==> config.mk <==
export PLATFORM = sky130hd
export DESIGN_NAME = secfilt
export DESIGN_NICKNAME = d
export VERILOG_FILES = /design/src/rtl/secfilt_pkg.sv /design/src/rtl/secfilt_decode.sv /design/src/rtl/secfilt_ctrl.sv /design/src/rtl/secfilt_dpath.sv /design/src/rtl/secfilt.sv
export SDC_FILE = /design/constraint.sdc
export NUM_CORES = 1
export LEC_CHECK = 0
export BUFFER_PORTS_ARGS = -buffer_cell sky130_fd_sc_hd__buf_2
export CORE_AREA = 2 2 185 187
export DETAILED_ROUTE_END_ITERATION = 8
export DIE_AREA = 0 0 187 189
export GPL_TIMING_DRIVEN = 0
export PLACE_DENSITY = 0.35
export SETUP_SLACK_MARGIN = 0.2
export SKIP_LAST_GASP = 1
export SLEW_MARGIN = 0
export SYNTH_ARGS = -nofsm -noshare
export SYNTH_HDL_FRONTEND = slang
export SYNTH_HIERARCHICAL = 1
export SYNTH_SLANG_ARGS = --single-unit
==> constraint.sdc <==
create_clock -name clk -period 1.8 [get_ports clk]
set_input_delay 0.27 -clock clk [delete_from_list [all_inputs] [get_ports clk]]
set_output_delay 0.27 -clock clk [all_outputs]
set_load 0.005 [all_outputs]
==> src/rtl/secfilt_pkg.sv <==
package secfilt_pkg;

  localparam int MODE_ALIAS = 0;
  localparam int MODE_GATE  = 1;

  localparam logic [1:0] RESP_OKAY   = 2'b00;
  localparam logic [1:0] RESP_SLVERR = 2'b10;

  // strobes from control to datapath
  typedef struct packed {
    logic awFwd;
    logic awLoad;
    logic wFwd;
    logic wSink;
    logic bFwd;
    logic bErr;
    logic arFwd;
    logic arLoad;
    logic rFwd;
    logic rErr;
    logic rErrLast;
  } strobes_t;

endpackage

==> src/rtl/secfilt_decode.sv <==
module secfilt_decode
  import secfilt_pkg::*;
#(
  parameter int ADDR_W = 32,
  parameter int NUM_TGT = 4,
  parameter int WIN_LOG2 = 12,
  parameter int MODE = MODE_GATE,
  parameter int NUM_REG = 3,
  parameter logic [NUM_REG*ADDR_W-1:0] REG_BASE = '0,
  parameter logic [NUM_REG*6-1:0] REG_SIZE_LOG2 = '0,
  parameter logic [NUM_REG-1:0] REG_SECURE = '0
) (
  input  logic [ADDR_W-1:0] addr,
  input  logic nonSecure,
  output logic [$clog2(NUM_TGT)-1:0] tgt,
  output logic blocked
);

  localparam int TGT_W = $clog2(NUM_TGT);

  generate
    if (MODE == MODE_ALIAS) begin : g_alias
      // attribute becomes the top bit of the target index
      assign tgt = {nonSecure, addr[WIN_LOG2 +: TGT_W-1]};
      assign blocked = 1'b0;
    end else begin : g_gate
      logic hitSecure;
      always_comb begin
        hitSecure = 1'b0;
        // scan from the highest index down so the lowest match decides
        for (int i = NUM_REG - 1; i >= 0; i--) begin
          logic [ADDR_W-1:0] mask;
          mask = {ADDR_W{1'b1}} << REG_SIZE_LOG2[i*6 +: 6];
          if ((addr & mask) == (REG_BASE[i*ADDR_W +: ADDR_W] & mask)) begin
            hitSecure = REG_SECURE[i];
          end
        end
      end
      assign tgt = addr[WIN_LOG2 +: TGT_W];
      assign blocked = nonSecure && hitSecure;
    end
  endgenerate

endmodule

==> src/rtl/secfilt_ctrl.sv <==
module secfilt_ctrl
  import secfilt_pkg::*;
#(
  parameter int LEN_W = 8
) (
  input  logic clk,
  input  logic rstN,
  input  logic awvalid,
  input  logic awBlocked,
  input  logic selAwready,
  input  logic wvalid,
  input  logic wlast,
  input  logic selWready,
  input  logic bready,
  input  logic selBvalid,
  input  logic arvalid,
  input  logic arBlocked,
  input  logic [LEN_W-1:0] arlen,
  input  logic selArready,
  input  logic rready,
  input  logic selRvalid,
  input  logic selRlast,
  output strobes_t st,
  output logic awready,
  output logic wready,
  output logic bvalid,
  output logic arready,
  output logic rvalid
);

  typedef enum logic [2:0] {W_IDLE, W_DATA, W_RESP, W_SINK, W_ERR} wState_t;
  typedef enum logic [1:0] {R_IDLE, R_DATA, R_ERR} rState_t;

  wState_t wState, wNext;
  rState_t rState, rNext;
  logic [LEN_W-1:0] rCnt, rCntNext;

  // write channel
  always_comb begin
    st.awFwd  = (wState == W_IDLE) && awvalid && !awBlocked;
    awready   = (wState == W_IDLE) && (awBlocked || selAwready);
    st.awLoad = (wState == W_IDLE) && awvalid && awready;
    st.wFwd   = (wState == W_DATA);
    st.wSink  = (wState == W_SINK);
    wready    = st.wFwd ? selWready : st.wSink;
    st.bFwd   = (wState == W_RESP);
    st.bErr   = (wState == W_ERR);
    bvalid    = st.bFwd ? selBvalid : st.bErr;

    wNext = wState;
    unique case (wState)
      W_IDLE: if (st.awLoad) wNext = awBlocked ? W_SINK : W_DATA;
      W_DATA: if (wvalid && wready && wlast) wNext = W_RESP;
      W_SINK: if (wvalid && wlast) wNext = W_ERR;
      W_RESP: if (bvalid && bready) wNext = W_IDLE;
      W_ERR:  if (bready) wNext = W_IDLE;
      default: wNext = W_IDLE;
    endcase
  end

  // read channel
  always_comb begin
    st.arFwd    = (rState == R_IDLE) && arvalid && !arBlocked;
    arready     = (rState == R_IDLE) && (arBlocked || selArready);
    st.arLoad   = (rState == R_IDLE) && arvalid && arready;
    st.rFwd     = (rState == R_DATA);
    st.rErr     = (rState == R_ERR);
    st.rErrLast = st.rErr && (rCnt == '0);
    rvalid      = st.rFwd ? selRvalid : st.rErr;

    rNext = rState;
    rCntNext = rCnt;
    unique case (rState)
      R_IDLE: if (st.arLoad) begin
        rNext = arBlocked ? R_ERR : R_DATA;
        rCntNext = arlen;
      end
      R_DATA: if (rvalid && rready && selRlast) rNext = R_IDLE;
      R_ERR: if (rready) begin
        if (rCnt == '0) rNext = R_IDLE;
        else rCntNext = rCnt - 1'b1;
      end
      default: rNext = R_IDLE;
    endcase
  end

  always_ff @(posedge clk or negedge rstN) begin
    if (!rstN) begin
      wState <= W_IDLE;
      rState <= R_IDLE;
      rCnt   <= '0;
    end else begin
      wState <= wNext;
      rState <= rNext;
      rCnt   <= rCntNext;
    end
  end

  // the error response follows the sunk last beat
  a_r7_err_after_last: assert property (@(posedge clk) disable iff (!rstN)
    (wState == W_SINK && wvalid && wlast) |=> bvalid);

  // a refused read is taken without waiting on any target
  a_r9_ar_not_stalled: assert property (@(posedge clk) disable iff (!rstN)
    (rState == R_IDLE && arvalid && arBlocked) |-> arready);

  // each taken error beat brings the remaining count one closer
  a_r8_beat_count: assert property (@(posedge clk) disable iff (!rstN)
    (rState == R_ERR && rready && rCnt != '0) |=> (rState == R_ERR && rCnt == $past(rCnt) - 1'b1));

endmodule

==> src/rtl/secfilt_dpath.sv <==
module secfilt_dpath
  import secfilt_pkg::*;
#(
  parameter int DATA_W = 32,
  parameter int NUM_TGT = 4
) (
  input  logic clk,
  input  logic rstN,
  input  strobes_t st,
  input  logic [$clog2(NUM_TGT)-1:0] awTgt,
  input  logic [$clog2(NUM_TGT)-1:0] arTgt,
  input  logic mWvalid,
  input  logic mBready,
  input  logic mRready,
  input  logic [NUM_TGT-1:0] tAwready,
  input  logic [NUM_TGT-1:0] tWready,
  input  logic [NUM_TGT-1:0] tBvalid,
  input  logic [2*NUM_TGT-1:0] tBresp,
  input  logic [NUM_TGT-1:0] tArready,
  input  logic [NUM_TGT-1:0] tRvalid,
  input  logic [DATA_W*NUM_TGT-1:0] tRdata,
  input  logic [2*NUM_TGT-1:0] tRresp,
  input  logic [NUM_TGT-1:0] tRlast,
  output logic [NUM_TGT-1:0] tAwvalid,
  output logic [NUM_TGT-1:0] tWvalid,
  output logic [NUM_TGT-1:0] tBready,
  output logic [NUM_TGT-1:0] tArvalid,
  output logic [NUM_TGT-1:0] tRready,
  output logic selAwready,
  output logic selWready,
  output logic selBvalid,
  output logic selArready,
  output logic selRvalid,
  output logic selRlast,
  output logic [1:0] mBresp,
  output logic [DATA_W-1:0] mRdata,
  output logic [1:0] mRresp,
  output logic mRlast
);

  localparam int TGT_W = $clog2(NUM_TGT);

  logic [TGT_W-1:0] wSel, rSel;

  always_ff @(posedge clk or negedge rstN) begin
    if (!rstN) begin
      wSel <= '0;
      rSel <= '0;
    end else begin
      if (st.awLoad) wSel <= awTgt;
      if (st.arLoad) rSel <= arTgt;
    end
  end

  for (genvar t = 0; t < NUM_TGT; t++) begin : g_tgt
    assign tAwvalid[t] = st.awFwd && (awTgt == TGT_W'(t));
    assign tWvalid[t]  = st.wFwd && mWvalid && (wSel == TGT_W'(t));
    assign tBready[t]  = st.bFwd && mBready && (wSel == TGT_W'(t));
    assign tArvalid[t] = st.arFwd && (arTgt == TGT_W'(t));
    assign tRready[t]  = st.rFwd && mRready && (rSel == TGT_W'(t));
  end

  assign selAwready = tAwready[awTgt];
  assign selWready  = tWready[wSel];
  assign selBvalid  = tBvalid[wSel];
  assign selArready = tArready[arTgt];
  assign selRvalid  = tRvalid[rSel];
  assign selRlast   = tRlast[rSel];

  assign mBresp = st.bErr ? RESP_SLVERR : tBresp[wSel*2 +: 2];
  assign mRdata = st.rErr ? '0 : tRdata[rSel*DATA_W +: DATA_W];
  assign mRresp = st.rErr ? RESP_SLVERR : tRresp[rSel*2 +: 2];
  assign mRlast = st.rErr ? st.rErrLast : selRlast;

endmodule

==> src/rtl/secfilt.sv <==
module secfilt
  import secfilt_pkg::*;
#(
  parameter int ADDR_W = 32,
  parameter int DATA_W = 32,
  parameter int LEN_W = 8,
  parameter int NUM_TGT = 4,
  parameter int WIN_LOG2 = 12,
  parameter int MODE = MODE_GATE,
  parameter int NUM_REG = 3,
  parameter logic [NUM_REG*ADDR_W-1:0] REG_BASE = {32'h0000_3000, 32'h0000_1000, 32'h0000_1000},
  parameter logic [NUM_REG*6-1:0] REG_SIZE_LOG2 = {6'd12, 6'd12, 6'd11},
  parameter logic [NUM_REG-1:0] REG_SECURE = 3'b110
) (
  input  logic clk,
  input  logic rstN,
  input  logic mAwvalid,
  output logic mAwready,
  input  logic [ADDR_W-1:0] mAwaddr,
  input  logic [2:0] mAwprot,
  input  logic [LEN_W-1:0] mAwlen,
  input  logic mWvalid,
  output logic mWready,
  input  logic [DATA_W-1:0] mWdata,
  input  logic mWlast,
  output logic mBvalid,
  input  logic mBready,
  output logic [1:0] mBresp,
  input  logic mArvalid,
  output logic mArready,
  input  logic [ADDR_W-1:0] mAraddr,
  input  logic [2:0] mArprot,
  input  logic [LEN_W-1:0] mArlen,
  output logic mRvalid,
  input  logic mRready,
  output logic [DATA_W-1:0] mRdata,
  output logic [1:0] mRresp,
  output logic mRlast,
  output logic [NUM_TGT-1:0] tAwvalid,
  input  logic [NUM_TGT-1:0] tAwready,
  output logic [ADDR_W-1:0] tAwaddr,
  output logic [2:0] tAwprot,
  output logic [LEN_W-1:0] tAwlen,
  output logic [NUM_TGT-1:0] tWvalid,
  input  logic [NUM_TGT-1:0] tWready,
  output logic [DATA_W-1:0] tWdata,
  output logic tWlast,
  input  logic [NUM_TGT-1:0] tBvalid,
  output logic [NUM_TGT-1:0] tBready,
  input  logic [2*NUM_TGT-1:0] tBresp,
  output logic [NUM_TGT-1:0] tArvalid,
  input  logic [NUM_TGT-1:0] tArready,
  output logic [ADDR_W-1:0] tAraddr,
  output logic [2:0] tArprot,
  output logic [LEN_W-1:0] tArlen,
  input  logic [NUM_TGT-1:0] tRvalid,
  output logic [NUM_TGT-1:0] tRready,
  input  logic [DATA_W*NUM_TGT-1:0] tRdata,
  input  logic [2*NUM_TGT-1:0] tRresp,
  input  logic [NUM_TGT-1:0] tRlast
);

  localparam int TGT_W = $clog2(NUM_TGT);

  strobes_t st;
  logic [TGT_W-1:0] awTgt, arTgt;
  logic awBlocked, arBlocked;
  logic selAwready, selWready, selBvalid, selArready, selRvalid, selRlast;

  // one checker per address channel
  secfilt_decode #(.ADDR_W(ADDR_W), .NUM_TGT(NUM_TGT), .WIN_LOG2(WIN_LOG2), .MODE(MODE),
    .NUM_REG(NUM_REG), .REG_BASE(REG_BASE), .REG_SIZE_LOG2(REG_SIZE_LOG2), .REG_SECURE(REG_SECURE))
    u_awDec (.addr(mAwaddr), .nonSecure(mAwprot[1]), .tgt(awTgt), .blocked(awBlocked));

  secfilt_decode #(.ADDR_W(ADDR_W), .NUM_TGT(NUM_TGT), .WIN_LOG2(WIN_LOG2), .MODE(MODE),
    .NUM_REG(NUM_REG), .REG_BASE(REG_BASE), .REG_SIZE_LOG2(REG_SIZE_LOG2), .REG_SECURE(REG_SECURE))
    u_arDec (.addr(mAraddr), .nonSecure(mArprot[1]), .tgt(arTgt), .blocked(arBlocked));

  secfilt_ctrl #(.LEN_W(LEN_W)) u_ctrl (
    .clk(clk), .rstN(rstN),
    .awvalid(mAwvalid), .awBlocked(awBlocked), .selAwready(selAwready),
    .wvalid(mWvalid), .wlast(mWlast), .selWready(selWready),
    .bready(mBready), .selBvalid(selBvalid),
    .arvalid(mArvalid), .arBlocked(arBlocked), .arlen(mArlen), .selArready(selArready),
    .rready(mRready), .selRvalid(selRvalid), .selRlast(selRlast),
    .st(st), .awready(mAwready), .wready(mWready), .bvalid(mBvalid),
    .arready(mArready), .rvalid(mRvalid)
  );

  secfilt_dpath #(.DATA_W(DATA_W), .NUM_TGT(NUM_TGT)) u_dpath (
    .clk(clk), .rstN(rstN), .st(st), .awTgt(awTgt), .arTgt(arTgt),
    .mWvalid(mWvalid), .mBready(mBready), .mRready(mRready),
    .tAwready(tAwready), .tWready(tWready), .tBvalid(tBvalid), .tBresp(tBresp),
    .tArready(tArready), .tRvalid(tRvalid), .tRdata(tRdata), .tRresp(tRresp), .tRlast(tRlast),
    .tAwvalid(tAwvalid), .tWvalid(tWvalid), .tBready(tBready), .tArvalid(tArvalid), .tRready(tRready),
    .selAwready(selAwready), .selWready(selWready), .selBvalid(selBvalid),
    .selArready(selArready), .selRvalid(selRvalid), .selRlast(selRlast),
    .mBresp(mBresp), .mRdata(mRdata), .mRresp(mRresp), .mRlast(mRlast)
  );

  // address, length and data fan out to every target; valids pick one
  assign tAwaddr = mAwaddr;
  assign tAwprot = mAwprot;
  assign tAwlen  = mAwlen;
  assign tAraddr = mAraddr;
  assign tArprot = mArprot;
  assign tArlen  = mArlen;
  assign tWdata  = mWdata;
  assign tWlast  = mWlast;

  // a refused request never shows a valid to a target
  a_r4_block_aw: assert property (@(posedge clk) disable iff (!rstN)
    (mAwvalid && awBlocked) |-> (tAwvalid == '0));
  a_r4_block_ar: assert property (@(posedge clk) disable iff (!rstN)
    (mArvalid && arBlocked) |-> (tArvalid == '0));

  // at most one target addressed per channel
  a_r5_onehot: assert property (@(posedge clk) disable iff (!rstN)
    $onehot0(tAwvalid) && $onehot0(tArvalid));

  // read valid drops after the last beat is taken
  a_r8_last_ends: assert property (@(posedge clk) disable iff (!rstN)
    (mRvalid && mRready && mRlast) |=> !mRvalid);

  generate
    if (MODE == MODE_ALIAS) begin : g_aliasChk
      // the upper half of the targets is reached only by non-secure requests
      a_r2_alias_upper: assert property (@(posedge clk) disable iff (!rstN)
        (|tAwvalid[NUM_TGT-1:NUM_TGT/2]) |-> mAwprot[1]);
    end
  endgenerate

endmodule

==> metrics.md, run 1 <==
| Metric | Value |
|---|---|
| Setup repair after global routing missed its margin | true |
| Post-Syn Area per Cell | approximately 9.3 um^2 |
| Hold path cells | 2 |
| Final instance area | roughly 0.0075 mm^2 |
| Total GRT Usage | 0.0936 |
| Max Root-Sink Buffers | 2 |
| Setup CP Type | reg2out |
| Lkg Pwr | about 3.8 nW |
| Initial antenna violation count | 1 |
| Setup WS post-layout | -232 ps |
| Die span in y | between 150 and 200 um |
| Slew HR | 0.709 |
| Post-route insts no fill | 1295 |
| Input/output buffers | just over 400 |
| Violated checks | negative setup slack |
| Synth Instances | 388 |
| Starting Density | 0.109 |
| Number of iterations in the first detailed-routing pass | 4 |
| Area Overhead vs Synth | 106% |
| CTS Buf Count | 3 |
| Starting DRT DRC Count | 104 |
| Share of cells above drive strength 1 | 0.864 |
| Critical path arrival | between 1500 and 2000 ps |
| Max-cap viol count | 0 |
| Die X | roughly 190 um |
| Final setup violation count | 40 |
| Root Buffer | clkbuf_16 |
| Final core utilization | 0.224 |
| Final period utilization | 1.13 |
| R2R Path End | u_ctrl/wState[1]$_DFFE_PN0P_ |
| DRC viols | 0 |
| Hold/Removal Path Class | in2reg |
| Total global routing overflow | 0 |
| Detailed placement HPWL | around 16 mm |
| Worst-Margin Slew | ~440 ps |
| Hold Startpoint | mBready |
| Layout Skew | between 2 and 3 ps |
| Worst Hold End | u_ctrl/wState[2]$_DFFE_PN0P_ |
| Most common cell after layout, fill and taps aside | buf_2 |
| Std-Cell Rows | 67 |
| Routed Antenna Nets | 0 |
| Clock latency on the worst-skew pair | between 200 and 300 ps |
| First-pass GRT wire length | 25.8 mm |
| Vias post-DR | 4594 |
| Worst R2R Setup Slack | ~140 ps |
| Worst-path clk slew | 50 ps |
| WL/cell | approximately 15 um |
| DP Cell Count | 1244 |
| Maximum clock frequency | approximately 490 MHz |
| DRT Wirelength | 18.9 mm |
| Placed cell area | between 0.006 and 0.007 mm^2 |
| Fillers | 3704 |
| Synth Warn # | 6 |
| Net Count, Synth | between 600 and 700 |
| # H-tree levels | 1 |
| Tmin final | around 2000 ps |
| Fin nets | around 1100 |
| TritonCTS clock tree | done |
| Critical Path Fanout Max | 10 |
| TritonCTS Sinks | 17 |
| # IOs | roughly 480 |
| Via/cell ratio | 3.55 |
| Largest net degree at the start of global routing | 18 |
| Vias in the first global route | roughly 4400 |
| Total die area | 0.0353 mm^2 |
| Critical path required time | 1530 ps |
| Slew Limit Fails | 0 |
| Status | complete, but fails checks |
| Mapped Area | roughly 0.0036 mm^2 |
| Peak VDD IR | between 400 and 500 uV |
| Core Area | around 0.033 mm^2 |
| Reg2reg start | u_dpath/wSel[0]$_DFFE_PN0P_ |
| Most frequent cells in the layout | 393 x buf_2, 155 x buf_4, 41 x mux4_2 |
| Critical Path Source Type | flop |
| ANT cells | 0 |
| GP Congestion | roughly 0.79 |
| Final Hold Viols | 0 |
| CP endpoint kind | output port |
| Worst r2r path cells | 7 |
| PD cells | 948 mW/mm^2 |
-- flip-flops by register name, summed over array words and instances, names as in the netlist --
name / cells
u_ctrl/rCnt: 8
u_ctrl/rState: 2
u_ctrl/wState: 3
u_dpath/rSel: 2
u_dpath/wSel: 2
-- worst max-delay path by stage --
stage,start,end,slack (ps)
5_1_grt,u_dpath/rSel[0]$_DFFE_PN0P_,mRdata[29],-280
2_1_floorplan,mAraddr[23],u_dpath/rSel[0]$_DFFE_PN0P_,100
4_1_cts,u_dpath/rSel[0]$_DFFE_PN0P_,mRdata[16],-230
3_3_place_gp,u_ctrl/rState[1]$_DFFE_PN0P_,mRdata[16],-370
3_5_place_dp,u_ctrl/rCnt[2]$_DFFE_PN0P_,mRlast,-380
6_report,u_dpath/rSel[0]$_DFFE_PN0P_,mRdata[29],-230
-- worst max-delay path, cell delays in order, from the launching register on --
cell,delay [ps]
dfrtp_1,370
buf_12,160
buf_12,160
mux4_2,500
and2_1,190
buf_2,130
-- timing repair --
item,CTS,global route
resized for setup,97,78
gates cloned,0,3
pin swaps,27,49
endpoints found under the hold margin,17,0
hold buffers,1,0
setup endpoints to repair,78,78
buffers inserted,26,17
-- metal layers --
| layer | track usage | routed length, um |
|---|---|---|
| met3 | 0.0171 | 1060 |
| met5 | 0 | 9 |
| met1 | 0.105 | 7050 |
| met4 | 0.0205 | 284 |
| met2 | 0.183 | 10500 |
-- cell type report --
class / count / area, um^2 / area share
Buffer: 140 / 1140 / 0.153
Timing Repair Buffer: 455 / 2620 / 0.351
Tap cell: 448 / 561 / 0.0751
Multi-Input combinational cell: 221 / 2580 / 0.345
Clock buffer: 4 / 78.8 / 0.0106
Inverter: 10 / 57.6 / 0.00772
Sequential cell: 17 / 432 / 0.0579
-- metrics by stage --
stage	setup TNS, ps	worst slack [ps]	hold slack (ps)	power, mW
finish	-6600	-232	291	7.07
global route	-9330	-283	289	7.55
CTS	-7620	-228	256	6.19
detailed placement	-13430	-381	248	5.09
global placement	-14130	-372	251	5.13
floorplan	0	95.4	-25.6	3.54
-- report_power, final --
part	internal, mW	switching, mW
combinational	3.49	2.31
sequential	0.562	0.255
clock	0.301	0.156
(Power assumes the default switching activity.)
==> run 2: changes to the inputs <==
==> constraint.sdc (replaced) <==
create_clock -name clk -period 1.8 [get_ports clk]
set_input_delay 0.09 -clock clk [delete_from_list [all_inputs] [get_ports clk]]
set_output_delay 0.09 -clock clk [all_outputs]
set_load 0.005 [all_outputs]
==> metrics.md, run 2 (synthesis gave the netlist of run 1 again) <==
| Metric | Value |
|---|---|
| CTS Buf Count | 3 (unchanged) |
| Final setup violation count | 28 (-30%) |
| Setup repair after global routing missed its margin | true |
| Vias post-DR | 4514 (-1.7%) |
| Critical path arrival | 1780 ps (+20 ps) |
| # H-tree levels | 1 (unchanged) |
| Die X | 187 um (unchanged) |
| Worst path top cell family by delay | buffers and inverters |
| Area Overhead vs Synth | 94.1% |
| Die span in y | 189 um (unchanged) |
| Root Buffer | clkbuf_16 |
| Std-Cell Rows | 67 (unchanged) |
| Top reg by flops | u_ctrl/rCnt |
| Layout Skew | 2.71 ps (+0.0599 ps) |
| Total die area | 0.0353 mm^2 (unchanged) |
| Total global routing overflow | 0 (unchanged) |
| DRT Wirelength | 18.4 mm (-2.5%) |
| Slowest-stage cell, CP | mux4_2 |
| Setup CP Type | reg2out |
| Status | complete, but fails checks |
| Max reg flops | 8 (unchanged) |
| Final core utilization | 0.211 (-0.0130) |
| CP endpoint kind | output port |
| Critical path required time | 1710 ps (+180 ps) |
| Critical Path Source Type | flop |
| Max-cap viol count | 0 (unchanged) |
| Detailed placement HPWL | 16.0 mm (-0.85%) |
| Peak VDD IR | 385 uV (-13%) |
| Starting DRT DRC Count | 92 (-12%) |
| GP Congestion | 0.764 (-3.8%) |
| DRC viols | 0 (unchanged) |
| Routed Antenna Nets | 0 (unchanged) |
| Most common cell after layout, fill and taps aside | buf_2 |
| Final Hold Viols | 0 (unchanged) |
| Violated checks | negative setup slack |
| Clock latency on the worst-skew pair | 260 ps (about the same) |
| Slew Limit Fails | 0 (unchanged) |
| TritonCTS Sinks | 17 (unchanged) |
| ANT cells | 0 (unchanged) |
| Final period utilization | 1.04 (-0.0924) |
| Initial antenna violation count | 3 (+2) |
| Largest net degree at the start of global routing | 18 (unchanged) |
| Worst path most repeated cell | buf_12 |
| # IOs | 475 (unchanged) |
| Via/cell ratio | 3.50 (-1.4%) |
| Maximum clock frequency | 536 MHz (+8.9%) |
| Setup WS post-layout | -66.1 ps (+166 ps) |
| Share of cells above drive strength 1 | 0.827 (-0.0376) |
| Critical path cell sequence | buf_12 > buf_12 > buf_16 > mux4_2 > and2_4 > buf_2 |
| Fin nets | 1139 (-0.44%) |
| Worst hold margin | 49.3 ps (-242 ps) |
| Hold/Removal Path Class | in2reg |
| Critical Path Fanout Max | 8 (-2) |
| Worst-path clk slew | 60 ps (about the same) |
| PD cells | 943 mW/mm^2 (-0.61%) |
| Lkg Pwr | 3.62 nW (-3.9%) |
| Slew HR | 0.664 (-0.0451) |
| Worst-Margin Slew | 504 ps (+67.7 ps) |
| Most frequent cells in the layout | 402 x buf_2, 162 x buf_4, 41 x mux4_2 |
| WL/cell | 14.3 um (-2.1%) |
| Vias in the first global route | 4613 (+3.8%) |
| CP bufs+invs | 4 (+1) |
| Core Area | 0.0333 mm^2 (unchanged) |
| TritonCTS clock tree | done |
| Top Registers | u_ctrl/rCnt x8, u_ctrl/wState x3 |
| Worst path max stage delay | 490 ps (about the same) |
| Tmin final | 1870 ps (-166 ps) |
| Max Root-Sink Buffers | 2 (unchanged) |
| Input/output buffers | 408 (unchanged) |
| Total GRT Usage | 0.0971 (+0.00346) |
| Starting Density | 0.109 (unchanged) |
| First-pass GRT wire length | 26.6 mm (+3.4%) |
| Number of iterations in the first detailed-routing pass | 4 (unchanged) |
[run 2: cell types whose count changed in the layout (fill, tap and decap cells not counted), moves of 4 or more]
cell | previous run | this run
o31ai_1 | 0 | 4
buf_2 | 393 | 402
buf_6 | 33 | 10
nor2_4 | 9 | 5
nor2_2 | 6 | 2
nor2_1 | 12 | 20
buf_4 | 155 | 162
[run 2: routing by layer]
metal	GRT usage	vias up	share of wire
met5	0	-	0.00071
met4	0.0159	2	0.012
met3	0.0195	14	0.067
met2	0.198	228	0.57
met1	0.103	2060	0.35
li1	-	2210	-
[run 2: path summary, 6_finish.rpt]
path	startpoint	endpoint	slack [ps]	cells after the start
max	u_dpath/rSel[0]$_DFFE_PN0P_	mRdata[14]	-70	6
min	mBready	u_ctrl/wState[2]$_DFFE_PN0P_	50	2
max reg2reg	u_dpath/wSel[0]$_DFFE_PN0P_	u_ctrl/wState[1]$_DFFE_PN0P_	140	6
min reg2reg	u_ctrl/rCnt[4]$_DFFE_PN0P_	u_ctrl/rCnt[4]$_DFFE_PN0P_	570	2
max in group asynchronous	rstN	u_ctrl/rCnt[2]$_DFFE_PN0P_	1100	2
min in group asynchronous	rstN	u_dpath/wSel[1]$_DFFE_PN0P_	340	2
[run 2: report_power, final]
part | switching (mW) | internal, mW | leakage, nW
clock network | 0.183 | 0.299 | 0.0409
logic | 2.14 | 3.22 | 3.38
registers | 0.221 | 0.564 | 0.198
[run 2: repair_timing]
action,CTS,global route
gates cloned,1,0
endpoints found under the hold margin,17,0
setup endpoints to repair,60,75
pin swaps,25,11
setup buffers,29,11
hold buffers,1,0
resized for setup,65,29
[run 2: stage by stage]
stage / worst slack [ps] / TNS, ps / power, mW / area [um^2] / instances
finish: -66.1 / -788 / 6.62 / 7030 / 1290
global route: -135 / -3320 / 7.16 / 7030 / 1290
CTS: -86.5 / -1510 / 6.41 / 6820 / 1279
detailed placement: -288 / -1990 / 5.14 / 6250 / 1244
global placement: -296 / -2650 / 5.16 / 6250 / 1244
floorplan: 204 / 0 / 3.53 / 3640 / 388
[run 2: cell type report]
type                            instances  area, um^2
Multi-Input combinational cell        221        2310
Clock inverter                          1        5.00
Tap cell                              448         561
Inverter                               10        50.0
Sequential cell                        17         433
Clock buffer                            3        75.1
Timing Repair Buffer                  450        2460
Fill cell                            3741       26300
Buffer                                140        1130
[run 2: worst reg2reg max path, delay by kind of cell, from the launching register on]
kind / cells / cell delay (ps)
compound gates: 3 / 350
flops: 1 / 340
simple gates: 1 / 250
mux: 1 / 490
buf+inv: 1 / 120
